<file path="src/rtl/shreg_pkg.sv">
// Package: shared types for the parallel-load shift register.
// Assumes the first-stage entry code is formed as {j, k_n}.
package shreg_pkg;

    // First-stage entry behaviour, encoded as {j_in, k_n_in}
    typedef enum logic [1:0] {
        ENTRY_CLR  = 2'b00,
        ENTRY_HOLD = 2'b01,
        ENTRY_TGL  = 2'b10,
        ENTRY_SET  = 2'b11
    } entry_mode_e;

endpackage

</file>
<file path="src/rtl/shreg_entry.sv">
// Module: shreg_entry
// Works out the next value of the first stage in shift mode from the
// J / active-low K pair and the stage's present value.
// Assumes: the caller picks between this result and parallel data.
module shreg_entry
    import shreg_pkg::*;
(
    input  logic j_in,
    input  logic k_n_in,
    input  logic cur,
    output logic nxt
);

    entry_mode_e mode;

    // Form the entry mode code from the two serial inputs
    always_comb mode = entry_mode_e'({j_in, k_n_in});

    // Choose the first-stage next value for the selected mode
    always_comb begin
        unique case (mode)
            ENTRY_CLR:  nxt = 1'b0;
            ENTRY_HOLD: nxt = cur;
            ENTRY_TGL:  nxt = ~cur;
            ENTRY_SET:  nxt = 1'b1;
            default:    nxt = cur;
        endcase
    end

endmodule

</file>
<file path="src/rtl/shreg_next.sv">
// Module: shreg_next
// Per-stage next-state select: parallel word when loading, or the
// previous stage (entry bit for stage 0) when shifting.
// Assumes: W >= 2.
module shreg_next #(
    parameter int W = 4
) (
    input  logic         shift_en,
    input  logic         entry_bit,
    input  logic [W-1:0] par_d,
    input  logic [W-1:0] cur_q,
    output logic [W-1:0] nxt_q
);

    for (genvar i = 0; i < W; i++) begin : g_sel
        if (i == 0) begin : g_head
            // First stage: entry logic when shifting, parallel bit when loading
            always_comb nxt_q[i] = shift_en ? entry_bit : par_d[i];
        end else begin : g_body
            // Later stages: previous stage when shifting, parallel bit when loading
            always_comb nxt_q[i] = shift_en ? cur_q[i-1] : par_d[i];
        end
    end

endmodule

</file>
<file path="src/rtl/shreg_store.sv">
// Module: shreg_store
// Bank of W rising-edge flops with a shared asynchronous active-low clear.
// Assumes: clr_n is released away from a clock edge by the system.
module shreg_store #(
    parameter int W = 4
) (
    input  logic         clk,
    input  logic         clr_n,
    input  logic [W-1:0] d,
    output logic [W-1:0] q
);

    for (genvar i = 0; i < W; i++) begin : g_ff
        // One stage: clear at once, otherwise capture on the rising edge
        always_ff @(posedge clk or negedge clr_n) begin
            if (!clr_n) q[i] <= 1'b0;
            else        q[i] <= d[i];
        end
    end

endmodule

</file>
<file path="src/rtl/pload_shreg.sv">
// Module: pload_shreg (top)
// W-stage register with parallel load, shift toward the last stage,
// J / active-low K entry into the first stage, asynchronous clear and
// an inverted copy of the last stage.
// Assumes: W >= 2; no clear synchroniser is provided here.
module pload_shreg #(
    parameter int W = 4
) (
    input  logic         clk,
    input  logic         clr_n,
    input  logic         shift_en,
    input  logic         j_in,
    input  logic         k_n_in,
    input  logic [W-1:0] par_d,
    output logic [W-1:0] q,
    output logic         q_last_n
);

    localparam int LAST = W - 1;

    logic         entry_bit;
    logic [W-1:0] nxt_q;

    shreg_entry u_entry (
        .j_in   (j_in),
        .k_n_in (k_n_in),
        .cur    (q[0]),
        .nxt    (entry_bit)
    );

    shreg_next #(.W(W)) u_next (
        .shift_en  (shift_en),
        .entry_bit (entry_bit),
        .par_d     (par_d),
        .cur_q     (q),
        .nxt_q     (nxt_q)
    );

    shreg_store #(.W(W)) u_store (
        .clk   (clk),
        .clr_n (clr_n),
        .d     (nxt_q),
        .q     (q)
    );

    // Drive the complemented last-stage output
    always_comb q_last_n = ~q[LAST];

endmodule

</file>
<file path="config.mk">
export PLATFORM = sky130hd
export DESIGN_NAME = pload_shreg
export DESIGN_NICKNAME = d
export VERILOG_FILES = /design/src/rtl/shreg_pkg.sv /design/src/rtl/shreg_entry.sv /design/src/rtl/shreg_next.sv /design/src/rtl/shreg_store.sv /design/src/rtl/pload_shreg.sv
export SDC_FILE = /design/constraint.sdc
export NUM_CORES = 1
export LEC_CHECK = 0
export BUFFER_PORTS_ARGS = -buffer_cell sky130_fd_sc_hd__buf_2
export CAP_MARGIN = 15
export CELL_PAD_IN_SITES_DETAIL_PLACEMENT = 0
export CELL_PAD_IN_SITES_GLOBAL_PLACEMENT = 1
export CORE_AREA = 4 4 41 43
export CTS_CLUSTER_SIZE = 30
export DETAILED_ROUTE_END_ITERATION = 16
export DIE_AREA = 0 0 45 47
export GPL_TIMING_DRIVEN = 0
export PLACE_DENSITY_LB_ADDON = 0.3
export SYNTH_ARGS = -nofsm -noshare
export SYNTH_HDL_FRONTEND = slang
export SYNTH_SLANG_ARGS = --single-unit
export TNS_END_PERCENT = 100
</file>
<file path="constraint.sdc">
create_clock -name clk -period 0.8 [get_ports clk]
set_input_delay 0.08 -clock clk [delete_from_list [all_inputs] [get_ports clk]]
set_output_delay 0.08 -clock clk [all_outputs]
set_load 0.02 [all_outputs]
</file>
-- Word level (Yosys, flattened, before mapping)
Index checks and enable logic that the tools add are counted.
- bits in registers: 4
- input port bits: 9
- output and inout port bits: 5
- word-level logic and storage cells: 16
- eq/ne operators: 4
- muxes and demuxes: 5
- bitwise logic cells: 2
- reduce and logical (&&, ||, !) cells: 1
- operators by type and width (operator ; count):
    == test 2 bit, second input constant ; 2
    two-way mux 1 bit ; 4
    one-hot mux 1 bit (3 select lines) ; 1
    == test 2 x 1 -> 1 bit, second input constant ; 1
    logical NOT 2 bit ; 1
    inequality test 2 bit, second input constant ; 1
    inverter 1 bit ; 2

-- Logic depth before layout (Yosys ltp)
Gate-level depths: netlist of run 1.
- depth after elaboration: 3
- mapped depth: 2
- gate-level depth less buffers: 2

-- By module
From an unflattened synthesis of run 1, not the netlist that was laid out.
- cells, all modules: 10
- area total of the unflattened synthesis: 163.9 um^2
- modules (own cells, without submodules) (module ; times used ; cells an instance ; area each (um^2) ; seq. area each (um^2)):
    shreg_store ; 1 ; 4 ; 100.1 ; 100.1
    shreg_next ; 1 ; 4 ; 45.0 ; 0.0
    shreg_entry ; 1 ; 1 ; 15.0 ; 0.0
    pload_shreg ; 1 ; 1 ; 3.8 ; 0.0

-- Least setup slack after synthesis of run 1
OpenSTA, ideal clock, no wires.
- path type: reg2reg
- start point: register u_store.q[1]
- end point: register u_store.q[2]
- setup time: 0.125 ns
- arrival: 0.703 ns
- required time: 0.675 ns
- slack: -0.027 ns
- stages on the path, launching flop included: 2
- path buffers: 0
- clock period less this slack: 0.827 ns
- cells stage by stage: dfrtp_1 mux2_2
- word-level cells in the longest chain between the ends: 1
- ends and longest elaborated chain (item ; RTL line ; source):
    from (decl) ; shreg_store.sv:10 ; output logic [W-1:0] q
    from (signal, indexed assignment) ; shreg_store.sv:17 ; else q[i] <= d[i];
    two-way mux 1 bit ; shreg_next.sv:21 ; always_comb nxt_q[i] = shift_en ? cur_q[i-1] : par_d[i];
    net nxt_q[2] ; pload_shreg.sv:22 ; logic [W-1:0] nxt_q;
The timed path passes the listed nets, and every way through them passes these cells.
A chain may end at the register's enable or synchronous reset.

-- Worst setup path in the final report of run 1
- start point: register u_store.q[0]
- end point: output port q[0]
- RTL lines (item ; RTL line ; source):
    to (decl) ; pload_shreg.sv:15 ; output logic [W-1:0] q,
No word-level cell between the ends.

==> impl_metrics.yaml, run 1 <==
outcome:
  status: "finished, violations left"
  violations: "negative setup slack"
clock_network:
  insertion_delay_ns: 0.23
  htreeDepth: 1
  cts_buffers: 3
  cts_max_path_buffers: 2
  cts_root_buffer: "clkbuf_4"
  path_clk_slew_ns: 0.04
  clkSinkCount: 4
  cts_tree: "yes"
timing:
  max_slew_margin: 0.921
  fin_crit_ns: 0.930
  max_freq_ghz: 1.08
  rsz0062_at_grt: "true"
  hold_viol_final: 0
  min_period_over_period: 1.16
  slew_violations: 0
  fin_worst_skew_ns: 0.000172
  setup_viol: 7
  whs_ns: 0.0840
  timing.final.ws_setup_ns: -0.130
  worst_slew_pin_slew_ns: 0.115
floorplanning:
  io_pins: 14
  fp.dieArea_um2: 2120
  die_h_um: 47
  die_w_um: 45
  core_area_um2: 1300
  num_rows: 13
  start_util: 0.126
finish:
  largest_register_ffs: 4
  layout.nets: 41
  reg_top3: "u_store.q (4)"
  fill_cells: 149
  area_delta_synth_final_pct: 103
  final_cell_mix: "buf_2, buf_6, clkbuf_4"
  layout_commonest_cell: "buf_2"
  n_antenna_cell: 0
  top_register: "u_store.q"
  final_util: 0.256
  drive_gt1_frac: 0.767
logic_synthesis:
  ys_ff_latch: 4
  synthCells: 12
  syn_area_um2: 164
  synth_area_leader_cell: "dfrtp_1"
  synth.distinct_cells: 7
  synth_top_area_frac: 0.611
  synth_area_per_cell_um2: 13.7
  synth_fp_nets: 21
  synthTopCellsByArea: "dfrtp_1, mux2_2, mux2i_1"
  ys_seq_area_frac: 0.611
  ys_warn_count: 0
grt:
  grt_pass1_wl_um: 717
  grt_max_degree: 6
  antenna_found_initial: 0
  track_usage: 0.0563
  grt_pass1_vias: 176
  overflow: 0
placement:
  portBuffers: 13
  globalplace.congestion: 0.606
  place_ws_ns: 0.0156
setup_path:
  critical_path_required_ns: 0.72
  crit_path_start_kind: "flop"
  arrival_ns: 0.85
  endpoint_kind: "output pin"
  path_class: "reg2out"
  path_max_fanout: 2
  reg2reg_slack_ns: -0.11
power:
  seq_power_share: 0.365
  ir_worst_vdd_mv: 0.591
  power.switching_w: 0.000165
  power.internal_w: 0.000495
  power_per_cell_area_nw_per_um2: 1980
  power.leakage_nw: 0.170
  combPwrFrac: 0.261
  clockPowerShare: 0.374
  power_switching_share: 0.250
flow_run:
  maxCapViolCount: 0
route:
  dr.first_iter.drc_count: 2
  vias_per_cell: 3.62
  first_pass_iters: 2
  routed_wirelength_um: 498
  vias: 163
  ant_nets: 0
  wire_per_inst_um: 11.1
  drc: 0
hold_path:
  min_path_type: "in2reg"
[path summary, 6_finish.rpt]
check                        startpoint            to  depth (start not counted)
min in group asynchronous         clr_n  u_store.q[3]                          2
setup reg to reg           u_store.q[0]  u_store.q[1]                          2
max in group asynchronous         clr_n  u_store.q[1]                          2
hold reg to reg            u_store.q[1]  u_store.q[2]                          1
hold / removal                 par_d[3]  u_store.q[3]                          2
setup / recovery           u_store.q[0]          q[0]                          2
[synth_stat cells]
cell type  number
a21oi_1         1
inv_1           1
buf_4           1
dfrtp_1         4
mux2i_1         1
nor2_1          1
mux2_2          3
[cell families (layout without fill, tap and decap cells)]
logic type | count (synthesis) | in the layout | share of synthesized area
buf+inv | 2 | 20 | 0.0687
compound gates | 1 | 1 | 0.0305
flops | 4 | 4 | 0.611
simple gates | 1 | 1 | 0.0229
mux | 4 | 4 | 0.267
[final cells by class]
class                           instances  area, um^2  area share
Timing Repair Buffer                   15         114       0.342
Sequential cell                         4         103       0.308
Buffer                                  1        11.3      0.0338
Multi-Input combinational cell          6        60.1       0.180
Inverter                                1        3.75      0.0113
Clock buffer                            3        22.5      0.0677
Tap cell                               15        18.8      0.0564
[through the flow]
| step | cell area (um^2) | setup TNS [ns] | total power (W) | instances |
|---|---|---|---|---|
| finish | 333 | -0.509 | 0.000660 | 45 |
| global route | 333 | -0.731 | 0.000713 | 45 |
| CTS | 333 | -0.598 | 0.000681 | 45 |
| detailed placement | 258 | 0 | 0.000368 | 40 |
| global placement | 258 | 0 | 0.000363 | 40 |
| floorplan | 174 | -0.0234 | 0.000309 | 12 |
[critical path: stages (launching register included)]
cell	delay, ns
dfrtp_1	0.38
buf_6	0.12
buf_6	0.12
[power groups by stage]
stage	registers, W	logic (W)	clock network (W)
global placement	0.000238	0.000124	0
detailed placement	0.000241	0.000127	0
finish	0.000241	0.000172	0.000247
CTS	0.000242	0.000175	0.000264
global route	0.000243	0.000183	0.000287
floorplan	0.000258	0.0000512	0
[routing by layer]
layer	track usage	part of all wire	vias up
met4	0.0351	0.018	0
met5	0	0	-
li1	-	-	76
met3	0.0613	0.14	2
met2	0.0847	0.42	16
met1	0.0437	0.42	69
[repair_timing]
item / CTS / global route
pin swaps: 1 / 0
gates resized for setup: 11 / 0
buffers inserted: 1 / 0
hold buffers: 1 / 0
setup endpoints to repair: 5 / 8
endpoints found under the hold margin: 4 / 0
Note: power is estimated with default switching activity, not from simulation.
==> inputs of run 2 (changes only) <==
BUFFER_PORTS_ARGS = not set   (was -buffer_cell sky130_fd_sc_hd__buf_2)
DONT_BUFFER_PORTS = 1   (was not set)
==> impl_metrics.yaml, run 2 (same netlist as run 1, synthesis figures left out) <==
outcome:
  status: "finished, violations left"
  violations: "negative hold slack, negative setup slack"
route:
  vias_per_cell: 3.56
  wl_met3_um: 125
  wire_per_inst_um: 11.5
  first_pass_iters: 2
  drc: 0
  vias: 121
  wl_met1_um: 159
  dr.first_iter.drc_count: 1
  dr_wl_met2_um: 105
  ant_nets: 0
  routed.top_layer: "met3"
  routed_wirelength_um: 390
floorplanning:
  num_rows: 13
  core_area_um2: 1300
  start_util: 0.126
  fp.dieArea_um2: 2120
  die_w_um: 45
  io_pins: 14
  die_h_um: 47
finish:
  largest_register_ffs: 4
  top_register: "u_store.q"
  area_delta_synth_final_pct: 62.6
  layout.nets: 30
  layout_commonest_cell: "dlygate4sd3_1"
  reg_top3: "u_store.q (4)"
  final_util: 0.205
  n_antenna_cell: 0
  final_cell_mix: "dlygate4sd3_1, mux2_4, clkbuf_4, dfrtp_2"
  drive_gt1_frac: 0.579
  instances_no_fill: 34
  finalInstanceArea_um2: 267
setup_path:
  critical_path_required_ns: 0.72
  cp_cell_sequence: "inv_4"
  path_class: "reg2out"
  critPathBufInv: 1
  crit_family: "flip-flops"
  slowest_delay_ns: 0.46
  reg2reg_slack_ns: -0.03
  crit_path_start_kind: "flop"
  cpMaxStageDelayCell: "dfrtp_2"
  arrival_ns: 0.79
  path_max_fanout: 2
  endpoint_kind: "output pin"
grt:
  grt_pass1_vias: 123
  track_usage: 0.0436
  antenna_found_initial: 0
  overflow: 0
  grt_max_degree: 6
  grt_pass1_wl_um: 531
flow_run:
  maxCapViolCount: 0
timing:
  fin_crit_ns: 0.874
  max_freq_ghz: 1.14
  min_period_over_period: 1.09
  setup_viol: 4
  whs_ns: -0.0720
  slew_violations: 0
  hold_viol_final: 1
  fin_worst_skew_ns: 0.00125
  worst_slew_pin_slew_ns: 0.197
  rsz0062_at_grt: "true"
  timing.final.ws_setup_ns: -0.0737
  max_slew_margin: 0.868
  finalSetupTns_ns: -0.206
placement:
  portBuffers: 0
  place_ws_ns: -0.0283
  place_area_um2: 193
  dp.cells: 27
  globalplace.congestion: 0.547
power:
  power.switching_w: 0.000157
  combPwrFrac: 0.133
  power_per_cell_area_nw_per_um2: 2260
  seq_power_share: 0.439
  power.leakage_nw: 0.118
  power_switching_share: 0.260
  clockPowerShare: 0.428
  ir_worst_vdd_mv: 1.15
  power.internal_w: 0.000446
clock_network:
  cts_root_buffer: "clkbuf_4"
  insertion_delay_ns: 0.24
  hold_buffers: 4
  clkSinkCount: 4
  cts_tree: "yes"
  path_clk_slew_ns: 0.04
  htreeDepth: 1
  cts_buffers: 3
  cts_max_path_buffers: 2
hold_path:
  min_path_type: "in2reg"
[run 2: final timing paths]
path	from	end	cells after the start
setup / recovery	u_store.q[3]	q_last_n	1
hold / removal	shift_en	u_store.q[0]	1
setup reg to reg	u_store.q[2]	u_store.q[3]	1
hold reg to reg	u_store.q[0]	u_store.q[1]	1
max in group asynchronous	clr_n	u_store.q[1]	1
min in group asynchronous	clr_n	u_store.q[3]	1
[run 2: cell type report]
cell class              count  area (um^2)
repair buffers              4         40.0
well taps                  15         18.8
clock buffers               3         22.5
multi-input cells           6         63.8
flip-flops and latches      4          104
fillers                   150         1030
plain buffers               1         11.3
inverters                   1         6.26
[run 2: what timing repair did]
| action | CTS | global route |
|---|---|---|
| setup buffers | 0 | 0 |
| resized for setup | 5 | 0 |
| endpoints found under the setup margin | 4 | 6 |
| hold endpoints to repair | 8 | 4 |
[run 2: through the flow]
step	power [W]	hold slack, ns
finish	0.000603	-0.0720
global route	0.000644	-0.0725
CTS	0.000612	-0.0771
detailed placement	0.000317	-0.215
global placement	0.000316	-0.215
floorplan	0.000309	-0.216
[run 2: layer usage]
layer	up-vias	global-route usage
met5	-	0
met4	0	0
met3	0	0.0805
met2	16	0.0452
met1	51	0.0414
li1	54	-
[run 2: power groups by stage]
stage	combinational, W	clock (W)	sequential (W)
after detailed placement	0.0000544	0	0.000263
after floorplan	0.0000512	0	0.000258
after global placement	0.0000546	0	0.000262
after CTS	0.0000817	0.000265	0.000265
after global routing	0.0000868	0.000289	0.000267
final	0.0000804	0.000258	0.000265
==> inputs of run 3 (changes only) <==
ABC_AREA = 1   (was not set)
HOLD_SLACK_MARGIN = 0.03   (was not set)
==> impl_metrics.yaml, run 3 <==
setup_path:
  reg2reg_depth: 4
  crit_cells: 1
  endpoint_kind: "output pin"
  startpoint: "u_store.q[3]"
  critical_path_required_ns: 0.72
  reg2reg_slack_ns: 0.06
  r2r-start: "u_store.q[0]"
  critPathBufInv: 1
  path_class: "reg2out"
  timing.rr.end: "u_store.q[0]"
  slowest_delay_ns: 0.46
  path_max_fanout: 2
  cp_cell_sequence: "inv_4"
  cpMaxStageDelayCell: "dfrtp_2"
  crit_path_start_kind: "flop"
  crit_family: "flip-flops"
  arrival_ns: 0.79
  crit_path_end: "q_last_n"
timing:
  rsz0062_at_grt: "true"
  slew_violations: 0
  fin_worst_skew_ns: 0.000354
  timing.final.ws_setup_ns: -0.0702
  hold_viol_final: 0
  min_period_over_period: 1.09
  whs_ns: 0.0484
  fin_crit_ns: 0.870
  max_slew_margin: 0.848
  setup_viol: 2
  max_freq_ghz: 1.15
  worst_slew_pin_slew_ns: 0.228
finish:
  area_delta_synth_final_pct: 62.1
  top_register: "u_store.q"
  layout.nets: 43
  final_cell_mix: "nand2_1, dlygate4sd3_1, clkbuf_4"
  layout_commonest_cell: "nand2_1"
  largest_register_ffs: 4
  reg_top3: "u_store.q (4)"
  instances_no_fill: 47
  drive_gt1_frac: 0.313
  n_antenna_cell: 0
  final_util: 0.226
grt:
  antenna_found_initial: 0
  grt_max_degree: 6
  overflow: 0
  grt_pass1_wl_um: 696
  track_usage: 0.0507
  grt_pass1_vias: 173
route:
  vias: 177
  wire_per_inst_um: 9.15
  ant_nets: 0
  routed_wirelength_um: 430
  dr.first_iter.drc_count: 1
  vias_per_cell: 3.77
  drc: 0
  first_pass_iters: 2
floorplanning:
  die_w_um: 45
  die_h_um: 47
  start_util: 0.139
  num_rows: 13
  io_pins: 14
  fp.dieArea_um2: 2120
  core_area_um2: 1300
placement:
  dp.cells: 38
  portBuffers: 0
  globalplace.congestion: 0.648
  place_ws_ns: 0.0470
logic_synthesis:
  ys_warn_count: 0
  syn_area_um2: 181
  async_flop_share: 1.00
  synth_edf_count: 0
  synth_ff_type: "dfrtp_1"
  synth_area_per_cell_um2: 7.89
  synth_commonest_cells: "nand2_1, dfrtp_1, inv_1"
  synth_fp_nets: 32
  ys_ff_latch: 4
  ys_seq_area_frac: 0.552
  synth_top_area_frac: 0.552
  synth_area_leader_cell: "dfrtp_1"
  synthTopCellsByArea: "dfrtp_1, nand2_1, inv_1"
  synth.distinct_cells: 7
  synthCells: 23
  yosysMostFrequentCell: "nand2_1"
power:
  ir_worst_vdd_mv: 0.634
  power.internal_w: 0.000438
  combPwrFrac: 0.152
  power.switching_w: 0.000162
  power_per_cell_area_nw_per_um2: 2040
  power_switching_share: 0.270
  power.leakage_nw: 0.158
  total_power_w: 0.000599
  clockPowerShare: 0.415
  seq_power_share: 0.434
clock_network:
  cts_root_buffer: "clkbuf_4"
  path_clk_slew_ns: 0.04
  htreeDepth: 1
  cts_max_path_buffers: 2
  clkSinkCount: 4
  cts_buffers: 3
  insertion_delay_ns: 0.23
  cts_tree: "yes"
outcome:
  violations: "negative setup slack"
  status: "finished, violations left"
hold_path:
  min_path_type: "in2reg"
flow_run:
  maxCapViolCount: 0
==> run 3: through the flow <==
stage / setup TNS (ns) / cell area, um^2
after floorplan: 0 / 181
after global placement: 0 / 200
after detailed placement: 0 / 200
after CTS: -0.140 / 290
after global routing: -0.204 / 294
final: -0.127 / 294
==> run 3: cell type report <==
type                    instances  area (um^2)
fillers                       160         1010
flip-flops and latches          4          103
repair buffers                  6         62.6
multi-input cells              13         55.1
clock buffers                   3         22.5
inverters                       5         21.3
well taps                      15         18.8
plain buffers                   1         11.3
==> run 3: power groups by stage <==
stage / combinational [W] / sequential, W / clock [W]
global placement: 0.0000576 / 0.000257 / 0
global route: 0.000101 / 0.000263 / 0.000285
detailed placement: 0.0000580 / 0.000257 / 0
finish: 0.0000908 / 0.000260 / 0.000248
CTS: 0.0000920 / 0.000259 / 0.000259
floorplan: 0.0000517 / 0.000253 / 0
==> run 3: how the worst min path moves through the flow <==
stage,start,endpoint,slack [ns],depth (start not counted)
2_1_floorplan,clr_n,u_store.q[0],-0.22,0
3_3_place_gp,clr_n,u_store.q[2],-0.22,0
3_5_place_dp,clr_n,u_store.q[2],-0.22,0
4_1_cts,j_in,u_store.q[0],0.05,4
5_1_grt,j_in,u_store.q[0],0.07,4
6_report,j_in,u_store.q[0],0.05,4
==> run 3: routing by layer <==
metal	share of wire	vias up	GRT usage	routed length (um)
met5	0	-	0	0
met4	0.037	0	0.0702	16
met3	0.10	2	0.0230	43
met2	0.49	9	0.0791	212
met1	0.37	81	0.0413	158
li1	-	85	-	-
==> run 3: what timing repair did <==
item                                   CTS  global route
gates resized for setup                  4             3
endpoints found under the hold margin    8             0
hold buffers                             6             0
setup endpoints to repair                2             8
pin swaps                                0             0
buffers inserted                         0             0
==> run 3: kinds of logic (layout without fill, tap and decap cells) <==
logic type	Yosys count	count (layout)	synth area share
simple gates	12	12	0.255
flops	4	4	0.552
compound gates	1	1	0.0483
buf+inv	6	15	0.145
